File: src/rtl/dgh_pkg.sv
package dgh_pkg;

    localparam int unsigned GROUP_SLOTS = 5;
    localparam int unsigned FXU_LIMIT   = 2;
    localparam int unsigned LSU_LIMIT   = 2;
    localparam int unsigned FPU_LIMIT   = 2;

    localparam int unsigned MAX_LIMIT = (FXU_LIMIT > LSU_LIMIT) ?
                                        ((FXU_LIMIT > FPU_LIMIT) ? FXU_LIMIT : FPU_LIMIT) :
                                        ((LSU_LIMIT > FPU_LIMIT) ? LSU_LIMIT : FPU_LIMIT);
    localparam int unsigned CNT_W  = $clog2(MAX_LIMIT + 1);
    localparam int unsigned SLOT_W = $clog2(GROUP_SLOTS);
    localparam int unsigned CLS_W  = 4;
    localparam int unsigned VERD_W = 2;

    typedef enum logic [CLS_W-1:0] {
        CLS_PSEUDO = 4'd0,
        CLS_FXU    = 4'd1,
        CLS_LOAD   = 4'd2,
        CLS_STORE  = 4'd3,
        CLS_FPU    = 4'd4,
        CLS_CR     = 4'd5,
        CLS_VALU   = 4'd6,
        CLS_VPERM  = 4'd7,
        CLS_BRANCH = 4'd8
    } unit_cls_e;

    typedef enum logic [VERD_W-1:0] {
        VERD_NONE   = 2'd0,
        VERD_HAZARD = 2'd1,
        VERD_NOOP   = 2'd2
    } verdict_e;

    typedef struct packed {
        logic [CNT_W-1:0] fxu;
        logic [CNT_W-1:0] lsu;
        logic [CNT_W-1:0] fpu;
        logic             cr;
        logic             valu;
        logic             vperm;
    } unit_occ_t;

    function automatic logic unit_full(unit_occ_t o, unit_cls_e c);
        case (c)
            CLS_FXU:             return o.fxu == CNT_W'(FXU_LIMIT);
            CLS_LOAD, CLS_STORE: return o.lsu == CNT_W'(LSU_LIMIT);
            CLS_FPU:             return o.fpu == CNT_W'(FPU_LIMIT);
            CLS_CR:              return o.cr;
            CLS_VALU:            return o.valu;
            CLS_VPERM:           return o.vperm;
            default:             return 1'b0;
        endcase
    endfunction

endpackage

File: src/rtl/dgh_unit_occ.sv
module dgh_unit_occ
    import dgh_pkg::*;
(
    input  logic      clk,
    input  logic      rst,
    input  logic      bb_start,
    input  logic      clr_before,
    input  logic      clr_after,
    input  logic      apply,
    input  unit_cls_e cls,
    input  logic      ctr_wr,
    output unit_occ_t occ,
    output logic      ctr_set,
    output logic      store_seen
);
    unit_occ_t occ_n;
    logic      ctr_n;
    logic      st_n;

    always_comb begin
        occ_n = clr_before ? '0 : occ;
        ctr_n = clr_before ? 1'b0 : ctr_set;
        st_n  = clr_before ? 1'b0 : store_seen;
        if (apply) begin
            case (cls)
                CLS_FXU:             occ_n.fxu = occ_n.fxu + CNT_W'(1);
                CLS_LOAD, CLS_STORE: occ_n.lsu = occ_n.lsu + CNT_W'(1);
                CLS_FPU:             occ_n.fpu = occ_n.fpu + CNT_W'(1);
                CLS_CR:              occ_n.cr    = 1'b1;
                CLS_VALU:            occ_n.valu  = 1'b1;
                CLS_VPERM:           occ_n.vperm = 1'b1;
                default: ;
            endcase
            if (ctr_wr)             ctr_n = 1'b1;
            if (cls == CLS_STORE)   st_n  = 1'b1;
        end
        if (clr_after) begin
            occ_n = '0;
            ctr_n = 1'b0;
            st_n  = 1'b0;
        end
    end

    always_ff @(posedge clk) begin
        if (rst || bb_start) begin
            occ        <= '0;
            ctr_set    <= 1'b0;
            store_seen <= 1'b0;
        end else begin
            occ        <= occ_n;
            ctr_set    <= ctr_n;
            store_seen <= st_n;
        end
    end


    occ_limit_chk: assert property (@(posedge clk) disable iff (rst)
        occ.fxu <= CNT_W'(FXU_LIMIT) && occ.lsu <= CNT_W'(LSU_LIMIT) &&
        occ.fpu <= CNT_W'(FPU_LIMIT));

endmodule

File: config.mk
export PLATFORM = sky130hd
export DESIGN_NAME = dgh_unit_occ
export DESIGN_NICKNAME = d
export VERILOG_FILES = /design/src/rtl/dgh_pkg.sv /design/src/rtl/dgh_unit_occ.sv
export SDC_FILE = /design/constraint.sdc
export NUM_CORES = 1
export LEC_CHECK = 0
export ABC_AREA = 1
export BUFFER_PORTS_ARGS = -buffer_cell sky130_fd_sc_hd__buf_2
export CAP_MARGIN = 40
export CELL_PAD_IN_SITES_DETAIL_PLACEMENT = 0
export CELL_PAD_IN_SITES_GLOBAL_PLACEMENT = 1
export CORE_ASPECT_RATIO = 0.9
export CORE_UTILIZATION = 35
export CTS_BUF_LIST = sky130_fd_sc_hd__clkbuf_8
export CTS_CLUSTER_SIZE = 25
export DETAILED_ROUTE_END_ITERATION = 8
export PLACE_DENSITY_LB_ADDON = 0.1
export SYNTH_ARGS = -nofsm -noshare
export SYNTH_HDL_FRONTEND = slang
export SYNTH_SLANG_ARGS = --single-unit
export TNS_END_PERCENT = 20
File: constraint.sdc
create_clock -name clk -period 1.8 [get_ports clk]
set_clock_uncertainty 0.15 [all_clocks]
set_input_delay 0.09 -clock clk [delete_from_list [all_inputs] [get_ports clk]]
set_output_delay 0.09 -clock clk [all_outputs]
set_load 0.02 [all_outputs]
# Yosys cells after proc, flatten, opt, wreduce, memory -nomap -nowiden

Index checks and enable logic that the tools add are counted.

Logic and storage cells: 35
Register bits after elaboration: 11

Mux-type cells: 14
Reductions and logical operators: 3
Equality and inequality tests: 7
Add/subtract/negate cells: 3

Operators with widths:

| kind                                                                   | count |
|---|---|
| 9-bit 2-to-1 mux                                                       | 2 |
| 4-bit by 3-bit equality test with 1-bit output (second input constant) | 4 |
| 1-bit 2-to-1 mux                                                       | 9 |
| 4-bit by 2-bit equality test with 1-bit output (second input constant) | 2 |
| 2-bit by 1-bit adder with 2-bit output (second input constant)         | 3 |
| 2-bit 2-to-1 mux                                                       | 3 |
| 4-bit by 1-bit equality test with 1-bit output (second input constant) | 1 |
| 2-bit OR reduction                                                     | 2 |
| 1-bit logical OR                                                       | 1 |

# Logic depth before layout (Yosys ltp)

Gate-level depths: netlist (run 1).

Depth in word-level cells: 4
Depth in mapped cells: 7

# Least setup slack after synthesis (run 1)

Ideal clock, no wire load.

Path type: reg2reg
Start point: reg occ[5] (netlist name)
End point: reg occ[6] (netlist name)
Library setup time: 0.113 ns
Arrival time: 0.826 ns
Path slack: 0.711 ns
Stages on the path, launching flop included: 6
Data required time: 1.537 ns
Cells stage by stage: dfxtp_1 > inv_1 > nor2_1 > nand3_2 > nor2_1 > nor2_1

Longest elaborated chain between the ends: 4

Ends and longest elaborated chain:

| what                                   | RTL line           | text |
|---|---|---|
| start, declared                        | dgh_unit_occ.sv:12 | `output unit_occ_t occ,` |
| start signal, assigned                 | dgh_unit_occ.sv:50 | `occ <= occ_n;` |
| 9-bit 2-to-1 mux                       | dgh_unit_occ.sv:21 | `occ_n = clr_before ? '0 : occ;` |
| 2-bit by 1-bit adder with 2-bit output | dgh_unit_occ.sv:27 | `CLS_LOAD, CLS_STORE: occ_n.lsu = occ_n.lsu + CNT_W'(1);` |
| 2-bit 2-to-1 mux                       | dgh_unit_occ.sv:25 | `case (cls)` |
| 9-bit 2-to-1 mux                       | dgh_unit_occ.sv:24 | `if (apply) begin` |

No other way between the ends.
A chain may end at the register's enable or synchronous reset.

# Worst setup path after layout (run 1)

Start point: in clr_after
End point: reg occ[6] (netlist name)

Longest elaborated chain between the ends: 1

Ends and longest elaborated chain:

| what                         | RTL line          | text |
|---|---|---|
| start, declared              | dgh_unit_occ.sv:8 | `input logic clr_after,` |
| 2-bit OR reduction (no line) | -                 |  |

No other way between the ends.

==> impl_metrics.json, run 1 <==
{
  "vias": 578,
  "p_per_area_mw_per_mm2": 692,
  "cts_buffers": 3,
  "track_usage": 0.166,
  "cts_num_sinks": 11,
  "antenna_left": 0,
  "rrSetupSlack_ns": 0.77,
  "pin_count": 22,
  "slew_headroom": 0.844,
  "ys_types": 15,
  "drv_cap": 0,
  "avgViaCountPerCell": 4.22,
  "die_x_um": 44.7,
  "synth_top_area_share": 0.384,
  "grt_pass1_vias": 494,
  "clk_latency_ns": 0.24,
  "synth.area.top_cells": "dfxtp_1 (38%), nand2_1 (13%), nor2_1 (11%)",
  "port_buffers": 21,
  "hpwl_um": 867,
  "netlist_area_um2": 573,
  "mostFrequentLayoutCells": "buf_2 (21), nand2_1 (20), nor2_1 (17)",
  "tightest_slew_ns": 0.233,
  "syn_to_final_growth_pct": 40.2,
  "num_rows": 13,
  "peakVddDrop_v": 0.000325,
  "grt_setup_unrepaired": "false",
  "drt_iter0_drc": 5,
  "post-route-min-period_ns": 1.69,
  "cts_max_level": 1,
  "stdcell_count": 137,
  "slew_violations": 0,
  "arrival_ns": 1.72,
  "cts.clk_slew.worst_paths_ns": 0.05,
  "ys_seq_area_frac": 0.384,
  "grt_pass1_wl_mm": 1.99,
  "syn_area_per_cell_um2": 6.74,
  "holdCritPathClass": "in2reg",
  "final_common_cell": "buf_2",
  "setup.worst_path.end_class": "flop",
  "layout_setup_ws_ns": 0.111,
  "antenna_found_initial": 0,
  "place_ws_ns": 0.780,
  "cts_tree": "done",
  "synth_top_cell_by_area": "dfxtp_1",
  "cts_setup_buffers": 0,
  "dr.pass1.iters": 2,
  "diodes": 0,
  "path_max_fanout": 4,
  "status": "completed",
  "drc": 0,
  "grt_max_degree": 9,
  "fp.coreArea_mm2": 0.00148,
  "routabilityCongestion": 0.675,
  "root_buffer": "clkbuf_8",
  "p_leak_nw": 0.384,
  "cp-start-kind": "input pin",
  "fin_crit_sh": 0.938,
  "place_inst": 128,
  "die-area_mm2": 0.00180,
  "synth_cells": 85,
  "fin_nets": 127,
  "syn_nets": 96,
  "cts_buffer_depth": 2,
  "drive_gt1_frac": 0.339,
  "die_h_um": 40.4,
  "initial_core_util": 0.387,
  "wl_per_cell_um": 9.16,
  "max_freq_ghz": 0.592,
  "grt_overflow": 0,
  "ys_ff_latch": 11,
  "tns_ns": 0,
  "critPathKind": "in2reg",
  "synth_warnings": 0,
  "required_ns": 1.83,
  "routed_wl_mm": 1.26,
  "finalHoldViolCount": 0,
  "setup_viol": 0
}
cells by family (layout without fill, tap and decap cells):
| kind of cell | Yosys count | count (layout) | synth area share |
|---|---|---|---|
| AOI/OAI and AO/OA | 8 | 8 | 0.0742 |
| DFF | 11 | 11 | 0.384 |
| and+or+nand+nor | 52 | 52 | 0.445 |
| buffers and inverters | 14 | 44 | 0.0961 |
critical path, stage by stage:
cell and delay (ns):
dlygate4sd3_1 0.54, buf_2 0.14, nor3_4 0.19, dlygate4sd3_1 0.62, nand2_1 0.07, nor2_1 0.07
per-layer routing:
metal,GRT usage,up-vias,part of all wire
met4,0.136,0,0.030
met2,0.283,14,0.45
met5,0,-,0
met1,0.179,240,0.47
met3,0.0405,5,0.045
li1,-,319,-
registers in the layout (all words and copies together), names as in the netlist:
name,count
store_seen,1
ctr_set,1
occ,9
worst paths after layout:
| path | start | endpoint | cells past startpoint |
|---|---|---|---|
| worst max-delay path | clr_after | occ[6] | 6 |
| worst min-delay path | cls[0] | store_seen | 3 |
| worst max register to register | occ[5] | occ[6] | 6 |
| worst min register to register | store_seen | store_seen | 2 |
layout make-up:
cell class / count / area [um^2]
tap: 22 / 27.5
timing repair buffer: 26 / 158
clock inverter: 1 / 3.75
sequential: 11 / 220
fill: 156 / 677
multi-input combinational: 60 / 298
clock buffer: 3 / 41.3
inverter: 14 / 55.1
power by group:
| part | internal, mW | leakage (nW) | total, mW | switching (mW) |
|---|---|---|---|---|
| registers | 0.245 | 0.0886 | 0.245 | 0.000531 |
| logic | 0.0248 | 0.269 | 0.0610 | 0.0363 |
| clock network | 0.150 | 0.0269 | 0.249 | 0.0991 |
through the flow:
step | util | instance area, um^2 | hold WS (ns) | power (mW)
finish | 0.543 | 803 | 0.00662 | 0.556
global placement | 0.477 | 706 | 0.196 | 0.304
floorplan | - | 573 | 0.0803 | 0.279
global route | 0.543 | 803 | 0.0195 | 0.576
detailed placement | 0.477 | 706 | 0.203 | 0.304
CTS | 0.541 | 801 | 0.00244 | 0.564
what timing repair did:
item | CTS | global route
endpoints found under the setup margin | 0 | 3
hold buffers | 5 | 0
endpoints found under the hold margin | 5 | 0
gates resized for setup | 0 | 1
cell usage after synthesis:
cell type / count
nor2_4: 2
nor2_2: 3
nand3_1: 5
a22oi_1: 1
nand2_2: 2
nand2_4: 1
inv_4: 1
nand2_1: 20
inv_1: 9
a21oi_1: 7
nor2_1: 17
dfxtp_1: 11
nor3_4: 1
nand3_2: 1
inv_2: 4
No activity file was read; power rests on OpenSTA's default activity.
==> run 2, diff against run 1 <==
--- a/config.mk
+++ b/config.mk
@@ -18,2 +18,3 @@
 export PLACE_DENSITY_LB_ADDON = 0.1
+export SETUP_SLACK_MARGIN = 0.2
 export SYNTH_ARGS = -nofsm -noshare
--- a/constraint.sdc
+++ b/constraint.sdc
@@ -4,2 +4,2 @@
 set_output_delay 0.09 -clock clk [all_outputs]
-set_load 0.02 [all_outputs]
+set_load 0.005 [all_outputs]
==> run 2 against run 1 <==
Sequential power barely moved. Non-clock buffer count fell by 2. Global-route usage fell by 1.2 points. Flip-flop and latch count did not move. First-iteration DRC count rose by 20%. Routed wire length fell by 5.4%. Die area did not move. Sequential share of layout area rose by 0.79 points. Cell area fell by 2.8%. Combinational power fell by 6.6%. Register-to-register slack improved by 0.02 ns. Largest power group unchanged.
==> impl_metrics.json, run 2 (synthesized netlist as in run 1, its figures left out) <==
{
  "slowest_delay_ns": 0.53,
  "drv_cap": 0,
  "die_x_um": 44.7,
  "final_common_cell": "buf_2",
  "crit_buf_inv": 3,
  "grt_max_degree": 9,
  "cts_buffer_depth": 2,
  "critPathKind": "in2reg",
  "path_max_fanout": 7,
  "power_mw": 0.549,
  "fin_crit_sh": 0.725,
  "arrival_ns": 1.32,
  "dr.pass1.iters": 3,
  "setup.worst_path.end_class": "flop",
  "cp-start-kind": "input pin",
  "port_buffers": 21,
  "wl_per_cell_um": 8.79,
  "placed_area_um2": 706,
  "fin_area_um2": 781,
  "clk_latency_ns": 0.24,
  "grt_setup_unrepaired": "false",
  "avgViaCountPerCell": 4.16,
  "status": "completed",
  "cts_num_sinks": 11,
  "slew_violations": 0,
  "p_leak_nw": 0.356,
  "vias": 562,
  "pin_count": 22,
  "initial_core_util": 0.387,
  "required_ns": 1.82,
  "drt_iter0_drc": 6,
  "p_per_area_mw_per_mm2": 703,
  "largest_register": "occ",
  "pwr-share-clk": 0.449,
  "track_usage": 0.154,
  "p_sw_mw": 0.131,
  "peakVddDrop_v": 0.000316,
  "tightest_slew_ns": 0.343,
  "die_h_um": 40.4,
  "drive_gt1_frac": 0.345,
  "root_buffer": "clkbuf_8",
  "pwr-share-comb": 0.104,
  "routed_wl_mm": 1.19,
  "cp_slowest_cell": "dlygate4sd3_1",
  "post-route-min-period_ns": 1.31,
  "tns_ns": 0,
  "p_sw_frac": 0.239,
  "routabilityCongestion": 0.675,
  "cts.clk_slew.worst_paths_ns": 0.05,
  "diodes": 0,
  "drc": 0,
  "cts_tree": "done",
  "antenna_left": 0,
  "mostFrequentLayoutCells": "buf_2 (21), nand2_1 (20), nor2_1 (17)",
  "rrSetupSlack_ns": 0.79,
  "hpwl_um": 867,
  "cts_max_level": 1,
  "syn_to_final_growth_pct": 36.2,
  "antenna_found_initial": 0,
  "num_rows": 13,
  "grt_pass1_vias": 459,
  "intPower_mw": 0.418,
  "finalHoldViolCount": 0,
  "seqPwrFrac": 0.447,
  "cts_buffers": 3,
  "cp_top_family": "buffers and inverters",
  "holdCritPathClass": "in2reg",
  "die-area_mm2": 0.00180,
  "slew_headroom": 0.771,
  "fin_nets": 125,
  "max_freq_ghz": 0.766,
  "fp.coreArea_mm2": 0.00148,
  "grt_pass1_wl_mm": 1.85,
  "largest_registers": "occ x9, ctr_set x1, store_seen x1",
  "setup_viol": 0,
  "cp_cell_sequence": "dlygate4sd3_1 -> buf_2 -> nor3_4 -> inv_2 -> a21oi_1",
  "largest_register_ffs": 9,
  "grt_overflow": 0
}
-- run 2: changes by cell type in the layout (fill, tap and decap cells not counted), sizes merged --
cell / delta
dlygate4sd3: -1
dlymetal6s4s: -1
-- run 2: layout make-up --
class	count	area, um^2
tap	22	27.5
multi-input combinational	60	298
clock buffer	3	41.3
sequential	11	220
timing repair buffer	24	135
fill	159	699
clock inverter	1	3.75
inverter	14	55.1
-- run 2: final timing paths --
check	start	cells past startpoint	to
hold reg to reg	store_seen	2	store_seen
setup / recovery	bb_start	5	occ[1]
hold / removal	rst	4	occ[6]
setup reg to reg	occ[5]	6	occ[6]
-- run 2: metal layers --
layer	share of wire	global-route usage	vias to the layer above
met5	0	0	-
met4	0.019	0.136	0
met1	0.49	0.171	231
met2	0.44	0.250	13
li1	-	-	314
met3	0.043	0.0405	4
-- run 2: repair_timing --
| action | in CTS | in global routing |
|---|---|---|
| hold endpoints to repair | 5 | 0 |
| setup buffers | 0 | 0 |
| hold buffers | 3 | 0 |
| resized for setup | 0 | 0 |
-- run 2: worst register-to-register path, cell delays in order (launching register included) --
cell,delay (ns)
dfxtp_1,0.33
inv_1,0.04
nor2_1,0.14
nand3_2,0.10
nand2_1,0.07
nand2_1,0.04
nor2_1,0.08
-- run 2: power groups by stage --
stage,sequential (mW),combinational [mW],clock [mW]
finish,0.245,0.0570,0.246
global route,0.245,0.0639,0.263
CTS,0.245,0.0576,0.257
detailed placement,0.250,0.0523,0
global placement,0.250,0.0521,0
floorplan,0.251,0.0276,0
-- run 2: metrics by stage --
step / setup WS (ns) / instances / utilization / hold WS, ns
2_1_floorplan: 0.833 / 85 / - / 0.0803
3_3_place_gp: 0.783 / 128 / 0.477 / 0.196
3_5_place_dp: 0.780 / 128 / 0.477 / 0.203
4_1_cts: 0.481 / 135 / 0.527 / 0.00133
5_1_grt: 0.405 / 135 / 0.527 / 0.0195
6_report: 0.494 / 135 / 0.527 / 0.00264
==> run 3, diff against run 2 <==
- ABC_AREA: 1 -> 0
- CORE_UTILIZATION: 35 -> 31
- clock period: 1.8 -> 1.2 ns (I/O delays scaled with it)
==> run 3 against run 2 <==
The run now ends with hold timing left. Synthesized area shrank 7.4%. Flip-flop and latch count is the same. First-iteration DRC count shrank 50%. Core utilization shrank 3.1 points. Critical endpoint unchanged.
==> impl_metrics.json, run 3 <==
{
  "status": "complete, but fails checks",
  "violations": "hold timing",
  "slew_headroom": 0.750,
  "drc": 0,
  "layout_setup_ws_ns": 0.237,
  "synthArstFlopShare": 0,
  "synthAdderAreaFrac": 0,
  "place_ws_ns": 0.00726,
  "routabilityCongestion": 0.718,
  "setup.worst_path.end_class": "flop",
  "die_h_um": 41.2,
  "grt_setup_unrepaired": "false",
  "final_common_cell": "buf_2",
  "num_rows": 13,
  "dr.pass1.iters": 4,
  "fin_area_um2": 751,
  "placed_area_um2": 663,
  "pin_count": 22,
  "holdCritPathClass": "in2reg",
  "finalHoldViolCount": 5,
  "netlist_area_um2": 531,
  "syn_area_per_cell_um2": 9.47,
  "crit-reg2reg-launch": "occ[5]",
  "synth_top_area_share": 0.415,
  "p_per_area_mw_per_mm2": 1090,
  "yosys.area_share.simple": 0.307,
  "hold_buffers": 3,
  "ys.flop_type": "dfxtp_1",
  "grt_max_degree": 7,
  "cts_setup_buffers": 0,
  "yosysMostFrequentCell": "dfxtp_1",
  "syn_nets": 67,
  "synth_cells": 56,
  "p_leak_nw": 0.325,
  "grt_pass1_vias": 427,
  "grt_overflow": 0,
  "crit_start": "cls[1]",
  "slowest_delay_ns": 0.59,
  "fin_nets": 96,
  "syn_to_final_growth_pct": 41.5,
  "cts_tree": "done",
  "initial_core_util": 0.351,
  "synth_top_family_by_area": "simple AND/OR/NAND/NOR gates",
  "tns_ns": 0,
  "cts_num_sinks": 11,
  "cp_slowest_cell": "dlygate4sd3_1",
  "drt_iter0_drc": 3,
  "arrival_ns": 0.98,
  "setup_viol": 0,
  "ys_types": 22,
  "mostFrequentLayoutCells": "buf_2 (20), dfxtp_1 (10), nand2_1 (6)",
  "synth_top_cell_by_area": "dfxtp_1",
  "die_x_um": 45.6,
  "largest_register_ffs": 9,
  "tightest_slew_ns": 0.372,
  "peakVddDrop_v": 0.000607,
  "synth.area.mux_share": 0.0566,
  "cts.clk_slew.worst_paths_ns": 0.05,
  "drive_gt1_frac": 0.381,
  "root_buffer": "clkbuf_8",
  "critPathKind": "in2reg",
  "synth_compound_area_frac": 0.163,
  "die-area_mm2": 0.00188,
  "port_buffers": 21,
  "synth_warnings": 0,
  "fin_crit_sh": 0.803,
  "synth.area.top_cells": "dfxtp_1 (42%), mux2i_1 (5.7%), a2111oi_4 (5.2%)",
  "antenna_found_initial": 0,
  "synth_commonest_cells": "dfxtp_1 (11), nand2_1 (6), nor2_1 (5)",
  "cp-start-kind": "input pin",
  "largest_register": "occ",
  "largest_registers": "occ x9, ctr_set x1, store_seen x1",
  "vias": 484,
  "required_ns": 1.22,
  "antenna_left": 0,
  "wl_per_cell_um": 11.3,
  "synth_edf_count": 0,
  "cts_buffer_depth": 2,
  "rrSetupSlack_ns": 0.26,
  "timing.rr.end": "occ[5]",
  "ys_seq_area_frac": 0.415,
  "synth_xor_area_frac": 0.0165,
  "cp_cell_sequence": "buf_2 -> dlygate4sd3_1 -> nand3b_1 -> a21oi_1",
  "reg2reg_depth": 3,
  "slew_violations": 0,
  "drv_cap": 0,
  "post-route-min-period_ns": 0.963,
  "grt_pass1_wl_mm": 1.78,
  "fp.coreArea_mm2": 0.00151,
  "track_usage": 0.141,
  "cts_max_level": 1,
  "hpwl_um": 894,
  "path_max_fanout": 4,
  "avgViaCountPerCell": 4.57,
  "diodes": 0,
  "clk_latency_ns": 0.24,
  "max_freq_ghz": 1.04,
  "hold_ws_ns": -0.0463,
  "ys_ff_latch": 11,
  "crit_path_end": "occ[1]",
  "cts_buffers": 3,
  "routed_wl_mm": 1.20
}
==> run 3: cell types whose count changed after synthesis, sizes merged, moves of 3 or more <==
| cell | previous run | this run |
|---|---|---|
| nand2b | 0 | 4 |
| inv | 14 | 2 |
| a21oi | 7 | 4 |
| nand2 | 23 | 6 |
| nor2 | 22 | 5 |
| mux2i | 0 | 3 |
==> run 3: worst max-delay path: cells and delay by family <==
kind | cells | cell delay (ns)
and+or+nand+nor | 1 | 0.09
buffers and inverters | 2 | 0.70
AOI/OAI and AO/OA | 1 | 0.14
==> run 3: cell families after synthesis <==
group,after synthesis
xor+xnor,1
flops,11
buf+inv,4
simple gates,27
mux,3
compound gates,10
==> run 3: worst min-delay path by stage <==
stage	from	end	slack, ns	cells past startpoint
after floorplan	ctr_wr	ctr_set	0.05	2
after global placement	ctr_wr	ctr_set	0.15	3
after detailed placement	ctr_wr	ctr_set	0.15	3
after CTS	cls[0]	store_seen	-0.02	3
after global routing	clr_after	occ[8]	-0.04	4
final	clr_after	occ[8]	-0.05	4
==> run 3: where the power goes <==
| part | internal, mW | switching [mW] |
|---|---|---|
| clock | 0.225 | 0.144 |
| combinational | 0.0385 | 0.0416 |
| sequential | 0.367 | 0.000791 |
| total | 0.631 | 0.186 |
==> run 3: final cells by class <==
cell class,instances,area [um^2]
flip-flops and latches,11,221
clock inverters,1,3.75
repair buffers,26,156
well taps,22,27.5
clock buffers,3,41.3
fillers,160,762
inverters,2,7.51
multi-input cells,41,293
==> run 3: what timing repair did <==
action                                  CTS  global route
endpoints found under the hold margin     5             3
endpoints found under the setup margin    1             1
resized for setup                         2             3
pin swaps                                 0             2
==> run 3: metrics by stage <==
step / cells / total power [mW] / util
floorplan: 56 / 0.408 / -
global placement: 99 / 0.444 / 0.438
detailed placement: 99 / 0.444 / 0.438
CTS: 106 / 0.821 / 0.489
global route: 106 / 0.846 / 0.496
finish: 106 / 0.817 / 0.496
==> run 3: per-layer routing <==
layer	vias to the layer above	global-route usage	routed length (um)	share of wire
met5	-	0	0	0
met4	0	0.0909	17	0.014
met3	4	0.0396	61	0.051
met2	15	0.218	484	0.40
met1	211	0.174	635	0.53
li1	254	-	-	-
